[src/rtl/lock_pkg.sv]
package lock_pkg;
    localparam int KEY_W      = 2;
    localparam int NUM_KEYS   = 3;
    localparam int CODE_LEN   = 3;
    localparam int FAIL_LIMIT = 3;

    typedef logic [KEY_W-1:0] key_t;

    typedef struct packed {
        logic prog;   // registered program-mode level
        logic match;  // all symbols so far matched
        logic open;   // open pulse
    } ctl_t;
endpackage

[src/rtl/lock_pos_ctr.sv]
module lock_pos_ctr #(
    parameter int CODE_LEN = 3,
    localparam int IDX_W   = (CODE_LEN > 1) ? $clog2(CODE_LEN) : 1
) (
    input  logic                clk_i,
    input  logic                rst_ni,
    input  logic                clear_i,
    input  logic                adv_i,
    output logic [IDX_W-1:0]    idx_o,
    output logic                last_o,
    output logic [CODE_LEN-1:0] pos_oh_o
);
    logic [IDX_W-1:0] idx_d, idx_q;

    assign last_o = (idx_q == IDX_W'(CODE_LEN - 1));

    always_comb begin
        idx_d = idx_q;
        if (clear_i) begin
            idx_d = '0;
        end else if (adv_i) begin
            idx_d = last_o ? '0 : idx_q + 1'b1;
        end
    end

    always_ff @(posedge clk_i) begin
        if (!rst_ni) idx_q <= '0;
        else         idx_q <= idx_d;
    end

    for (genvar i = 0; i < CODE_LEN; i++) begin : g_oh
        assign pos_oh_o[i] = (idx_q == IDX_W'(i));
    end

    assign idx_o = idx_q;
endmodule

[src/rtl/lock_code_mem.sv]
module lock_code_mem #(
    parameter int CODE_LEN = 3,
    parameter int KEY_W    = 2,
    localparam int IDX_W   = (CODE_LEN > 1) ? $clog2(CODE_LEN) : 1
) (
    input  logic             clk_i,
    input  logic             rst_ni,
    input  logic             wr_en_i,
    input  logic [IDX_W-1:0] idx_i,
    input  logic [KEY_W-1:0] wr_sym_i,
    output logic [KEY_W-1:0] rd_sym_o
);
    logic [KEY_W-1:0] mem_d [CODE_LEN];
    logic [KEY_W-1:0] mem_q [CODE_LEN];

    always_comb begin
        for (int i = 0; i < CODE_LEN; i++) begin
            mem_d[i] = mem_q[i];
            if (wr_en_i && (idx_i == IDX_W'(i))) mem_d[i] = wr_sym_i;
        end
    end

    always_ff @(posedge clk_i) begin
        for (int i = 0; i < CODE_LEN; i++) begin
            if (!rst_ni) mem_q[i] <= '0;
            else         mem_q[i] <= mem_d[i];
        end
    end

    always_comb begin
        rd_sym_o = '0;
        for (int i = 0; i < CODE_LEN; i++) begin
            if (idx_i == IDX_W'(i)) rd_sym_o = mem_q[i];
        end
    end
endmodule

[src/rtl/lock_fail_ctr.sv]
module lock_fail_ctr #(
    parameter int FAIL_LIMIT = 3,
    localparam int CNT_W     = $clog2(FAIL_LIMIT + 1)
) (
    input  logic clk_i,
    input  logic rst_ni,
    input  logic pass_i,
    input  logic fail_i,
    output logic alarm_o
);
    logic [CNT_W-1:0] cnt_d, cnt_q;
    logic             at_limit;

    assign at_limit = (cnt_q == CNT_W'(FAIL_LIMIT));

    always_comb begin
        cnt_d = cnt_q;
        if (pass_i) begin
            cnt_d = '0;
        end else if (fail_i && !at_limit) begin
            cnt_d = cnt_q + 1'b1;
        end
    end

    always_ff @(posedge clk_i) begin
        if (!rst_ni) cnt_q <= '0;
        else         cnt_q <= cnt_d;
    end

    assign alarm_o = at_limit;
endmodule

[src/rtl/combo_lock_ctrl.sv]
module combo_lock_ctrl
    import lock_pkg::*;
#(
    parameter int NKEYS    = NUM_KEYS,
    parameter int CLEN     = CODE_LEN,
    parameter int FLIMIT   = FAIL_LIMIT,
    localparam int IDX_W   = (CLEN > 1) ? $clog2(CLEN) : 1
) (
    input  logic             clk_i,
    input  logic             rst_ni,
    input  logic             key_valid_i,
    input  logic [KEY_W-1:0] key_code_i,
    input  logic             prog_i,
    output logic             open_o,
    output logic             alarm_o,
    output logic [CLEN-1:0]  pos_o
);
    ctl_t             ctl_d, ctl_q;
    logic [IDX_W-1:0] idx;
    logic             last;
    key_t             stored_sym;
    logic             prog_edge;
    logic             accept;
    logic             hit;
    logic             pass, fail;

    assign prog_edge = (prog_i != ctl_q.prog);
    assign accept    = key_valid_i && (int'(key_code_i) < NKEYS) && !prog_edge;
    assign hit       = ctl_q.match && (key_code_i == stored_sym);
    assign pass      = accept && !prog_i && last && hit;
    assign fail      = accept && !prog_i && last && !hit;

    always_comb begin
        ctl_d      = ctl_q;
        ctl_d.prog = prog_i;
        ctl_d.open = 1'b0;
        if (prog_edge) begin
            ctl_d.match = 1'b1;
        end else if (accept && !prog_i) begin
            ctl_d.match = last ? 1'b1 : hit;
            ctl_d.open  = pass;
        end
    end

    always_ff @(posedge clk_i) begin
        if (!rst_ni) ctl_q <= '{prog: 1'b0, match: 1'b1, open: 1'b0};
        else         ctl_q <= ctl_d;
    end

    lock_pos_ctr #(.CODE_LEN(CLEN)) u_pos (
        .clk_i    (clk_i),
        .rst_ni   (rst_ni),
        .clear_i  (prog_edge),
        .adv_i    (accept),
        .idx_o    (idx),
        .last_o   (last),
        .pos_oh_o (pos_o)
    );

    lock_code_mem #(.CODE_LEN(CLEN), .KEY_W(KEY_W)) u_mem (
        .clk_i    (clk_i),
        .rst_ni   (rst_ni),
        .wr_en_i  (accept && prog_i),
        .idx_i    (idx),
        .wr_sym_i (key_code_i),
        .rd_sym_o (stored_sym)
    );

    lock_fail_ctr #(.FAIL_LIMIT(FLIMIT)) u_fail (
        .clk_i   (clk_i),
        .rst_ni  (rst_ni),
        .pass_i  (pass),
        .fail_i  (fail),
        .alarm_o (alarm_o)
    );

    assign open_o = ctl_q.open;
endmodule

[config.mk]
export PLATFORM = sky130hd
export DESIGN_NAME = combo_lock_ctrl
export DESIGN_NICKNAME = d
export VERILOG_FILES = /design/src/rtl/lock_pkg.sv /design/src/rtl/lock_pos_ctr.sv /design/src/rtl/lock_code_mem.sv /design/src/rtl/lock_fail_ctr.sv /design/src/rtl/combo_lock_ctrl.sv
export SDC_FILE = /design/constraint.sdc
export NUM_CORES = 1
export LEC_CHECK = 0
export ABC_CLOCK_PERIOD_IN_PS = 4200
export BUFFER_PORTS_ARGS = -buffer_cell sky130_fd_sc_hd__clkbuf_2
export CAP_MARGIN = 15
export CELL_PAD_IN_SITES_DETAIL_PLACEMENT = 0
export CELL_PAD_IN_SITES_GLOBAL_PLACEMENT = 1
export CORE_MARGIN = 4
export CORE_UTILIZATION = 43
export DETAILED_ROUTE_END_ITERATION = 10
export HOLD_SLACK_MARGIN = 0.15
export PLACE_DENSITY = 0.78
export SLEW_MARGIN = 20
export SYNTH_ARGS = -nofsm -noshare
export SYNTH_HDL_FRONTEND = slang
export SYNTH_SLANG_ARGS = --single-unit
[constraint.sdc]
create_clock -name clk_i -period 4.2 [get_ports clk_i]
set_clock_uncertainty 0.05 [all_clocks]
set_input_delay 0.42 -clock clk_i [delete_from_list [all_inputs] [get_ports clk_i]]
set_output_delay 0.42 -clock clk_i [all_outputs]
set_load 0.02 [all_outputs]
==> impl_metrics.tcl <==
set metrics [dict create \
    min_path_type "input port to flop" \
    antenna_found_initial 0 \
    track_usage 0.119 \
    gp_congestion 0.749 \
    drc 0 \
    viasPerCell 5.52 \
    ys_types 30 \
    p_int_w 0.000172 \
    overflow 0 \
    critPathLaunch "u_pos.idx_o[1]$_SDFFE_PP0N_" \
    cts_buffers 3 \
    cap_violations 0 \
    initial_utilization 0.467 \
    postSynthCellCount 80 \
    hpwl_um 1080 \
    dieArea_um2 2390 \
    final_cell_mix "dfxtp_1 (13), mux2i_1 (10), clkbuf_2 (10)" \
    dieWidth_um 48.9 \
    netlist_area_um2 719 \
    start_kind "flop" \
    antenna_left 0 \
    setup_tns_ns 0 \
    avgSynthCellArea_um2 8.99 \
    ys_warn_count 0 \
    leakage_nw 0.322 \
    grt_max_degree 12 \
    regToRegEndpoint "u_fail.cnt_q[1]$_SDFFE_PP0P_" \
    grt_pass1_wl_um 2220 \
    clkLatencyLatePin_ns 0.27 \
    hold_violations 0 \
    ys_ff_latch 13 \
    pwr-share-seq 0.557 \
    worstSetupEndpointType "primary output" \
    worstSetupPathType "flop to primary output" \
    cts_sinks 13 \
    first_pass_iters 4 \
    final.period_utilization 0.429 \
    layout_min_cycle_time_ns 1.80 \
    clockPowerShare 0.333 \
    setup_viol_count_final 0 \
    multi_input_area_um2 423 \
    synthToLayoutAreaGrowth_pct 8.87 \
    layout-drive-gt1-share 0.191 \
    final_common_cell "dfxtp_1" \
    seq_area_frac_synth 0.362 \
    fmax_mhz 555 \
    cts_resized 0 \
    synth_nets 87 \
    worst_pin_slew_ns 0.435 \
    wl_per_cell_um 13.3 \
    post_cts_buffers 0 \
    status "finished clean" \
    ff2ff_path_depth 5 \
    final_area_um2 783 \
    power.switching_w 0.0000566 \
    power.density_nw_per_um2 292 \
    ios 11 \
    antenna_cells 0 \
    clock-root-buffer "clkbuf_4" \
    die-height_um 48.9 \
    clk_pin_slew_worst_paths_ns 0.08 \
    placed_cell_area_um2 757 \
    crit_path_end "pos_o[2]" \
    sw_frac_of_total 0.247 \
    finalWirelength_um 1390 \
    r2r-start "u_pos.idx_o[1]$_SDFFE_PP0N_" \
    crit_arrival_ns 1.33 \
    drtIter0Drc 11 \
    core_area_um2 1540 \
    maxSlewViolCount 0 \
    nets 97 \
    reg2reg_slack_ns 2.46 \
    worstPathRequired_ns 3.73 \
    ir_drop_mv 0.225 \
    io_buffers 10 \
    combPwrFrac 0.111 \
    first_global_vias 502 \
    max-clock-path-buffers 2 \
    std_cell_rows 14 \
    cts_hold_buffers 0 \
    fillers 160 \
    rsz0062_at_grt "false" \
    cts_tree "done" \
    seqCellArea_um2 260 \
    ctsHtreeMaxLevel 1 \
    dr_total_vias 580 \
    slew_headroom 0.710 \
    worstPathMaxFanout 10 \
]
[power by group through the flow]
stage	clock, W	sequential [W]	combinational [W]
final	0.0000762	0.000128	0.0000254
after global routing	0.0000881	0.000128	0.0000281
after CTS	0.0000806	0.000128	0.0000257
after detailed placement	0	0.000130	0.0000257
after global placement	0	0.000130	0.0000253
after floorplan	0	0.000129	0.0000204
[cells by family (layout without fill, tap and decap cells)]
group,count (synthesis),in the layout,synth area share
compound gates,7,7,0.0835
fa+ha+maj,1,1,0.0174
buf+inv,6,15,0.0504
flops,13,13,0.362
mux,11,11,0.170
simple gates,42,42,0.317
[final cells by class]
class,instances,area share
flip-flops and latches,13,0.332
well taps,16,0.0256
repair buffers,10,0.0639
inverters,1,0.00479
multi-input cells,61,0.540
clock buffers,4,0.0335
[routing by layer]
layer  global-route usage  vias up  wire length, um
met4               0.0269        0               12
met3               0.0612        2               82
met2                0.170       13              580
met5                    0        -                0
li1                     -      302                -
met1                0.159      263              716
[worst max-delay path: stages, from the launching register on]
cell and delay [ns]:
dfxtp_1 0.54, nor2b_1 0.30, clkbuf_2 0.22
[worst min-delay path by stage]
| stage | startpoint | endpoint | slack, ns | cells after the start |
|---|---|---|---|---|
| 3_3_place_gp | u_fail.cnt_q[1]$_SDFFE_PP0P_ | u_fail.cnt_q[1]$_SDFFE_PP0P_ | 0.43 | 2 |
| 6_report | rst_ni | ctl_q[1]$_SDFFE_PP1N_ | 0.34 | 2 |
| 2_1_floorplan | u_mem.mem_q[1][0]$_SDFFE_PN0P_ | u_mem.mem_q[1][0]$_SDFFE_PN0P_ | 0.40 | 2 |
| 3_5_place_dp | u_mem.mem_q[1][0]$_SDFFE_PN0P_ | u_mem.mem_q[1][0]$_SDFFE_PN0P_ | 0.43 | 2 |
| 4_1_cts | prog_i | ctl_q[2]$_SDFF_PN0_ | 0.33 | 2 |
| 5_1_grt | rst_ni | ctl_q[1]$_SDFFE_PP1N_ | 0.35 | 2 |
[flip-flops by register name (all words and copies together) (netlist names)]
signal,count
u_mem.mem_q,6
ctl_q,2
u_fail.cnt_q,2
u_pos.idx_o,2
open_o,1
[Yosys cell counts, drive strengths merged]
| master | instances | share of area |
|---|---|---|
| dfxtp | 13 | 0.36 |
| mux2i | 11 | 0.17 |
| nor2 | 9 | 0.047 |
| nand3 | 6 | 0.042 |
| nor2b | 6 | 0.052 |
| nand2 | 5 | 0.026 |
| buf | 4 | 0.040 |
| nor3 | 4 | 0.028 |
| a31oi | 2 | 0.017 |
| and2 | 2 | 0.017 |
| and3 | 2 | 0.017 |
| a21boi | 1 | 0.016 |
| and2b | 1 | 0.010 |
| and4 | 1 | 0.012 |
| clkbuf | 1 | 0.0052 |
| ha | 1 | 0.017 |
| inv | 1 | 0.0052 |
| nand2b | 1 | 0.0087 |
| nand3b | 1 | 0.010 |
| nand4b | 1 | 0.012 |
| nor3b | 1 | 0.010 |
| o21ai | 1 | 0.0069 |
| o221ai | 1 | 0.012 |
| o22ai | 1 | 0.0087 |
| o32ai | 1 | 0.023 |
| or2b | 1 | 0.010 |
| or3b | 1 | 0.012 |
[stage by stage]
| step | hold WS (ns) | power (W) | utilization | std cells | setup WS, ns |
|---|---|---|---|---|---|
| 2_1_floorplan | 0.402 | 0.000149 | - | 80 | 2.58 |
| 3_3_place_gp | 0.428 | 0.000156 | 0.491 | 101 | 2.50 |
| 3_5_place_dp | 0.434 | 0.000156 | 0.491 | 101 | 2.45 |
| 4_1_cts | 0.334 | 0.000234 | 0.508 | 105 | 2.38 |
| 5_1_grt | 0.347 | 0.000244 | 0.508 | 105 | 2.26 |
| 6_report | 0.339 | 0.000229 | 0.508 | 105 | 2.40 |
Power figures use the tool's default switching activity.
